$ cat src/rtl/cqp_pkg.sv
package cqp_pkg;

  typedef struct packed {
    logic [15:0] cid;
    logic [15:0] sqid;
    logic [15:0] sqhd;
    logic [14:0] sc;
  } cqp_req_t;

  typedef enum logic [1:0] {
    CQP_IDLE  = 2'd0,
    CQP_ISSUE = 2'd1,
    CQP_WAIT  = 2'd2
  } cqp_state_e;

  // Status halfword: code above, phase tag in the lowest bit.
  function automatic logic [15:0] cqp_status(input logic [14:0] sc, input logic ph);
    return {sc, ph};
  endfunction

endpackage

$ cat src/rtl/cqp_fifo.sv
module cqp_fifo #(
  parameter int W     = 63,
  parameter int DEPTH = 4,
  localparam int PW   = (DEPTH > 1) ? $clog2(DEPTH) : 1,
  localparam int CW   = $clog2(DEPTH + 1)
) (
  input  logic          clk,
  input  logic          rst_n,
  input  logic          clr,
  input  logic          in_valid,
  output logic          in_ready,
  input  logic [W-1:0]  in_data,
  output logic          out_valid,
  output logic [W-1:0]  out_data,
  input  logic          pop,
  output logic [CW-1:0] count
);

  logic [W-1:0]  mem [DEPTH];
  logic [PW-1:0] wptr, rptr;
  logic [CW-1:0] cnt;
  logic          push, take;

  function automatic logic [PW-1:0] bump(input logic [PW-1:0] p);
    return (p == PW'(DEPTH - 1)) ? '0 : p + PW'(1);
  endfunction

  assign in_ready  = (cnt != CW'(DEPTH));
  assign out_valid = (cnt != '0);
  assign out_data  = mem[rptr];
  assign push      = in_valid && in_ready;
  assign take      = pop && out_valid;
  assign count     = cnt;

  always_ff @(posedge clk) begin
    if (push) mem[wptr] <= in_data;
  end

  always_ff @(posedge clk or negedge rst_n) begin
    if (!rst_n) begin
      wptr <= '0;
      rptr <= '0;
      cnt  <= '0;
    end else if (clr) begin
      wptr <= '0;
      rptr <= '0;
      cnt  <= '0;
    end else begin
      if (push) wptr <= bump(wptr);
      if (take) rptr <= bump(rptr);
      case ({push, take})
        2'b10:   cnt <= cnt + CW'(1);
        2'b01:   cnt <= cnt - CW'(1);
        default: cnt <= cnt;
      endcase
    end
  end

endmodule

$ cat src/rtl/cqp_ring.sv
module cqp_ring #(
  parameter int IW = 12
) (
  input  logic          clk,
  input  logic          rst_n,
  input  logic          clr,
  input  logic [IW-1:0] size_fld,
  input  logic          adv,
  input  logic          hd_valid,
  input  logic [IW-1:0] hd_value,
  output logic [IW-1:0] tail,
  output logic [IW-1:0] head,
  output logic          phase,
  output logic          full,
  output logic          wrap
);

  // Successor of an index on a ring whose last slot is 'last'.
  function automatic logic [IW-1:0] ring_next(input logic [IW-1:0] idx,
                                              input logic [IW-1:0] last);
    return (idx == last) ? '0 : idx + IW'(1);
  endfunction

  logic hd_ok;

  assign full  = (ring_next(tail, size_fld) == head);
  assign wrap  = adv && (tail == size_fld);
  assign hd_ok = hd_valid && (hd_value <= size_fld);

  always_ff @(posedge clk or negedge rst_n) begin
    if (!rst_n) begin
      tail  <= '0;
      head  <= '0;
      phase <= 1'b1;
    end else if (clr) begin
      tail  <= '0;
      head  <= '0;
      phase <= 1'b1;
    end else begin
      if (adv)   tail  <= ring_next(tail, size_fld);
      if (wrap)  phase <= ~phase;
      if (hd_ok) head  <= hd_value;
    end
  end

endmodule

$ cat src/rtl/cqp_issue.sv
module cqp_issue
  import cqp_pkg::*;
#(
  parameter int ADDR_W = 64,
  parameter int IW     = 12,
  parameter int EXP_W  = 4
) (
  input  logic              clk,
  input  logic              rst_n,
  input  logic              clr,
  input  logic              fifo_valid,
  input  cqp_req_t          fifo_data,
  input  logic              q_full,
  input  logic [IW-1:0]     tail,
  input  logic              phase,
  input  logic [ADDR_W-1:0] cfg_base,
  input  logic [EXP_W-1:0]  cfg_exp,
  input  logic              cfg_irq_en,
  output logic              post_evt,
  output logic              pass_end,
  output logic              wr_valid,
  input  logic              wr_ready,
  input  logic              wr_done,
  output logic [ADDR_W-1:0] wr_addr,
  output logic [15:0]       wr_cid,
  output logic [15:0]       wr_sqid,
  output logic [15:0]       wr_sqhd,
  output logic [15:0]       wr_status,
  output logic              irq
);

  function automatic logic [ADDR_W-1:0] slot_addr(input logic [ADDR_W-1:0] base,
                                                  input logic [IW-1:0]     idx,
                                                  input logic [EXP_W-1:0]  ex);
    return base + (ADDR_W'(idx) << ex);
  endfunction

  cqp_state_e state_q;
  logic       irq_q;

  assign post_evt = (state_q == CQP_IDLE) && fifo_valid && !q_full;
  assign pass_end = (state_q == CQP_WAIT) && wr_done && (!fifo_valid || q_full);
  assign wr_valid = (state_q == CQP_ISSUE);
  assign irq      = irq_q;

  always_ff @(posedge clk or negedge rst_n) begin
    if (!rst_n) begin
      state_q   <= CQP_IDLE;
      irq_q     <= 1'b0;
      wr_addr   <= '0;
      wr_cid    <= '0;
      wr_sqid   <= '0;
      wr_sqhd   <= '0;
      wr_status <= '0;
    end else if (clr) begin
      state_q <= CQP_IDLE;
      irq_q   <= 1'b0;
    end else begin
      irq_q <= pass_end && cfg_irq_en;
      case (state_q)
        CQP_IDLE: begin
          if (post_evt) begin
            wr_addr   <= slot_addr(cfg_base, tail, cfg_exp);
            wr_status <= cqp_status(fifo_data.sc, phase);
            wr_cid    <= fifo_data.cid;
            wr_sqid   <= fifo_data.sqid;
            wr_sqhd   <= fifo_data.sqhd;
            state_q   <= CQP_ISSUE;
          end
        end
        CQP_ISSUE: if (wr_ready) state_q <= CQP_WAIT;
        CQP_WAIT:  if (wr_done)  state_q <= CQP_IDLE;
        default:   state_q <= CQP_IDLE;
      endcase
    end
  end

endmodule

$ cat src/rtl/cq_poster.sv
module cq_poster
  import cqp_pkg::*;
#(
  parameter int QSZ_W      = 12,
  parameter int ADDR_W     = 64,
  parameter int EXP_W      = 4,
  parameter int FIFO_DEPTH = 4,
  localparam int REQ_W     = $bits(cqp_req_t),
  localparam int FCW       = $clog2(FIFO_DEPTH + 1)
) (
  input  logic              clk,
  input  logic              rst_n,
  input  logic              q_init,
  input  logic [QSZ_W-1:0]  cfg_size,
  input  logic [ADDR_W-1:0] cfg_base,
  input  logic [EXP_W-1:0]  cfg_esz_exp,
  input  logic              cfg_irq_en,
  input  logic              req_valid,
  output logic              req_ready,
  input  logic [15:0]       req_cid,
  input  logic [15:0]       req_sqid,
  input  logic [15:0]       req_sqhd,
  input  logic [14:0]       req_sc,
  input  logic              hd_valid,
  input  logic [QSZ_W-1:0]  hd_value,
  output logic              wr_valid,
  input  logic              wr_ready,
  output logic [ADDR_W-1:0] wr_addr,
  output logic [15:0]       wr_cid,
  output logic [15:0]       wr_sqid,
  output logic [15:0]       wr_sqhd,
  output logic [15:0]       wr_status,
  input  logic              wr_done,
  output logic              irq
);

  cqp_req_t         in_req, head_req;
  logic [REQ_W-1:0] head_bits;
  logic             fifo_valid;
  logic [FCW-1:0]   fifo_cnt;
  logic             post_evt, pass_end;
  logic             q_full, tail_wrap, phase;
  logic [QSZ_W-1:0] tail, head;

  always_comb begin
    in_req.cid  = req_cid;
    in_req.sqid = req_sqid;
    in_req.sqhd = req_sqhd;
    in_req.sc   = req_sc;
  end
  assign head_req = cqp_req_t'(head_bits);

  cqp_fifo #(.W(REQ_W), .DEPTH(FIFO_DEPTH)) u_fifo (
    .clk       (clk),
    .rst_n     (rst_n),
    .clr       (q_init),
    .in_valid  (req_valid),
    .in_ready  (req_ready),
    .in_data   (in_req),
    .out_valid (fifo_valid),
    .out_data  (head_bits),
    .pop       (post_evt),
    .count     (fifo_cnt)
  );

  cqp_ring #(.IW(QSZ_W)) u_ring (
    .clk      (clk),
    .rst_n    (rst_n),
    .clr      (q_init),
    .size_fld (cfg_size),
    .adv      (post_evt),
    .hd_valid (hd_valid),
    .hd_value (hd_value),
    .tail     (tail),
    .head     (head),
    .phase    (phase),
    .full     (q_full),
    .wrap     (tail_wrap)
  );

  cqp_issue #(.ADDR_W(ADDR_W), .IW(QSZ_W), .EXP_W(EXP_W)) u_issue (
    .clk        (clk),
    .rst_n      (rst_n),
    .clr        (q_init),
    .fifo_valid (fifo_valid),
    .fifo_data  (head_req),
    .q_full     (q_full),
    .tail       (tail),
    .phase      (phase),
    .cfg_base   (cfg_base),
    .cfg_exp    (cfg_esz_exp),
    .cfg_irq_en (cfg_irq_en),
    .post_evt   (post_evt),
    .pass_end   (pass_end),
    .wr_valid   (wr_valid),
    .wr_ready   (wr_ready),
    .wr_done    (wr_done),
    .wr_addr    (wr_addr),
    .wr_cid     (wr_cid),
    .wr_sqid    (wr_sqid),
    .wr_sqhd    (wr_sqhd),
    .wr_status  (wr_status),
    .irq        (irq)
  );

endmodule

$ cat config.mk
export PLATFORM = sky130hd
export DESIGN_NAME = cq_poster
export DESIGN_NICKNAME = d
export VERILOG_FILES = /design/src/rtl/cqp_pkg.sv /design/src/rtl/cqp_fifo.sv /design/src/rtl/cqp_ring.sv /design/src/rtl/cqp_issue.sv /design/src/rtl/cq_poster.sv
export SDC_FILE = /design/constraint.sdc
export NUM_CORES = 1
export LEC_CHECK = 0
export ABC_AREA = 1
export CAP_MARGIN = 40
export CORE_MARGIN = 5
export CORE_UTILIZATION = 35
export DETAILED_ROUTE_END_ITERATION = 16
export DONT_BUFFER_PORTS = 1
export HOLD_SLACK_MARGIN = 0.1
export PLACE_DENSITY = 0.52
export SLEW_MARGIN = 20
export SYNTH_ARGS = -nofsm -noshare
export SYNTH_HDL_FRONTEND = slang
export SYNTH_SLANG_ARGS = --single-unit
$ cat constraint.sdc
create_clock -name clk -period 10.37 [get_ports clk]
set_input_delay 0.5185 -clock clk [delete_from_list [all_inputs] [get_ports clk]]
set_output_delay 0.5185 -clock clk [all_outputs]
set_load 0.005 [all_outputs]
==> flow_summary.yaml <==
drt:
  avgRoutedWirePerCell_um: 19.4
  wirelength_um: 55500
  antenna_left: 0
  wl_met2_um: 26100
  drt_iter0_drc: 920
  maxUsedRoutingLayer: "met5"
  met3_length_um: 4770
  drtPass1Iterations: 5
  drc: 0
  drt-met1-wl_um: 23400
  num_vias: 14400
  viasPerCell: 5.03
synthesis:
  synthMuxAreaShare_pct: 0.356
  synth_compound_area_share_pct: 12.2
  yosys-top-cells-count: "587 x nand2_1, 252 x edfxtp_1, 162 x dfrtp_1, 141 x inv_1, 114 x o21ai_0"
  ys_async_sr_fraction_pct: 39.3
  synth_most_common_cell: "nand2_1"
  synth_edf_count: 252
  synth_top_area_cell: "edfxtp_1"
  synth_ff_type: "edfxtp_1"
  ys_seq_area_share_pct: 59.1
  synth_xor_area_share_pct: 2.93
  synth-simple-area-share_pct: 17.0
  synth_adder_area_share_pct: 3.06
  syn_avg_cell_area_um2: 9.94
  yosys-top-cells-area: "edfxtp_1 38%, dfrtp_1 21%, nand2_1 11%, a32o_1 3.2%, o21ai_0 2.9%"
  synth.ff_latch_count: 415
  ys_warn_count: 0
  synth_top_area_share_pct: 38.4
  synth_top_family_by_area: "simple AND/OR/NAND/NOR gates"
  synth_cells: 1983
  synth.distinct_cells: 49
  netlist_area_um2: 19700
  mappedNetlistNets: 2193
die:
  coreArea_um2: 56100
  die_w_um: 247
  dieArea_um2: 61100
  start_util_pct: 35.1
  std_cell_rows: 87
  io_pins: 294
  die_h_um: 247
placement:
  io_buffers: 0
  place_inst: 2671
  hpwl_um: 37100
  gp_congestion: 0.898
final_layout:
  layout-drive-gt1-share_pct: 6.29
  num-fill-cells: 5452
  multi_input_area_um2: 7040
  fin_nets: 2271
  seqCellArea_um2: 11700
  areaGrowthSynthToFinish_pct: 16.9
  layoutNonFillerInstCount: 2857
power_and_ir_drop:
  vdd_drop_max_uv: 147
  power_leakage_uw: 0.00929
  p_per_area_nw_per_um2: 234
clock_network:
  cts.clk_slew.worst_paths_ps: 60
  htree_levels: 2
  postCtsSetupRepairBufs: 0
  hold_buffers: 95
  clockBufferDepth: 3
  cts_tree: "yes"
  cts_sinks: 415
  post_cts_resize_count: 0
  cts_buffers: 48
  worstSkewPairLatency_ps: 590
  clockRootBuffer: "clkbuf_16"
timing:
  grt_setup_unrepaired: "no"
  fin_skew_ps: 14.6
  layout_worst_path_cycle_share_pct: 38.2
  tightest_slew_ps: 936
  fmax_mhz: 252
  fin_tns_setup_ps: 0
  slew-limit-headroom_pct: 37.6
  fin_crit_ps: 3960
  setup_viol: 0
  final_hold_viol_count: 0
  maxSlewViolCount: 0
  hold_ws_ps: 131
global_route:
  grt_pass1_vias: 14500
  antenna_found_initial: 8
  grt.total_usage_pct: 17.7
  grt_pass1_wl_um: 85100
  grt_overflow: 0
  grt_max_degree: 164
setup_path:
  critPathMaxFanout: 7
  required_ps: 10900
  critPathKind: "reg -> reg"
  arrival_ps: 4490
  endpoint_kind: "register"
  start_kind: "register"
job:
  drv_cap: 0
outcome:
  status: "finished, final reports clean"
worst_hold_path:
  hold_path.class: "in -> reg"
[layer usage]
| metal | GRT usage [%] | vias up |
|---|---|---|
| met4 | 4.60 | 12 |
| met2 | 29.5 | 366 |
| met5 | 0 | - |
| li1 | - | 6980 |
| met1 | 22.5 | 6937 |
| met3 | 5.81 | 79 |
[flip-flops by register name, indices dropped and copies added, names as in the netlist]
signal,count
u_fifo.rptr,2
u_issue.wr_sqhd,16
u_ring.phase,1
u_fifo.wptr,2
u_issue.wr_sqid,16
u_issue.wr_addr,64
u_issue.state_q,2
u_fifo.count,3
u_issue.irq,1
u_issue.wr_status,16
u_fifo.mem,252
u_ring.tail,12
u_issue.wr_cid,16
u_ring.head,12
[cells in the final DEF (no fill, tap or decap), types with 9 or more instances in the layout]
| master | n |
|---|---|
| nand2_1 | 587 |
| edfxtp_1 | 252 |
| dfrtp_1 | 161 |
| inv_1 | 141 |
| o21ai_0 | 114 |
| a21oi_1 | 105 |
| dlygate4sd3_1 | 94 |
| nor2_1 | 83 |
| o21ai_1 | 72 |
| a32o_1 | 63 |
| nand3_1 | 61 |
| clkbuf_16 | 48 |
| ha_1 | 45 |
| xor2_1 | 38 |
| nor3_1 | 32 |
| xnor2_1 | 28 |
| nand4_1 | 16 |
| clkbuf_1 | 11 |
| clkinv_2 | 11 |
| buf_4 | 11 |
| nand2_2 | 10 |
| o22ai_1 | 10 |
| a31oi_1 | 9 |
| nor4_1 | 9 |
[critical path, cell delays in order, from the launching register on]
cell and delay, ps:
dfrtp_1 470, inv_1 180, o21ai_0 140, o21ai_0 260, mux2i_1 150, nand2_1 80, o21ai_0 160, ha_1 420
nand2_1 100, inv_1 90, nand2_1 50, o21ai_0 390, nand2_1 100, nand2_1 170, nand2_1 70, nand2_1 250
nand2_1 160, nor3_1 330, xor2_1 190, nand2_1 70, nand2_1 60
[power by group]
| group | internal [uW] | switching [uW] |
|---|---|---|
| clock | 1040 | 705 |
| combinational | 454 | 766 |
| sequential | 2120 | 292 |
| total | 3610 | 1760 |
[final timing paths]
path / endpoint / from / slack (ps) / depth (start not counted)
worst max-delay path: u_issue.wr_addr[62] / u_ring.tail[7] / 6410 / 20
max in group asynchronous: u_fifo.rptr[0] / rst_n / 8970 / 2
min in group asynchronous: u_ring.head[9] / rst_n / 660 / 2
worst min register to register: u_issue.wr_addr[62] / u_issue.wr_addr[62] / 520 / 2
worst min-delay path: u_issue.wr_addr[52] / cfg_base[52] / 130 / 3
worst max register to register: u_issue.wr_addr[62] / u_ring.tail[7] / 6410 / 20
[metrics by stage]
stage	instance area [um^2]	setup WS, ps	power (uW)	util (%)
6_report	23000	6410	5380	41.1
5_1_grt	23000	6010	5720	41.1
4_1_cts	23000	6450	5470	41.1
3_5_place_dp	20400	6490	3640	36.4
3_3_place_gp	20300	6310	3590	36.2
2_1_floorplan	19700	6490	3260	-
[cell type report]
cell class / instances / share of cell area, %
clock inverters: 25 / 1.40
diodes: 2 / 0.0217
well taps: 756 / 4.11
multi-input cells: 1334 / 30.6
inverters: 148 / 2.43
repair buffers: 114 / 5.24
clock buffers: 63 / 5.63
flip-flops and latches: 415 / 50.6
[cell families (layout without fill, tap and decap cells)]
logic type	after synthesis	after routing
other	0	2
XOR/XNOR	66	66
AO/OA/AOI/OAI	397	397
flip-flops	415	415
buffers and inverters	234	350
AND/OR/NAND/NOR	817	817
adder cells (fa/ha/maj)	47	47
multiplexers	7	7
Power figures use the tool's default switching activity.
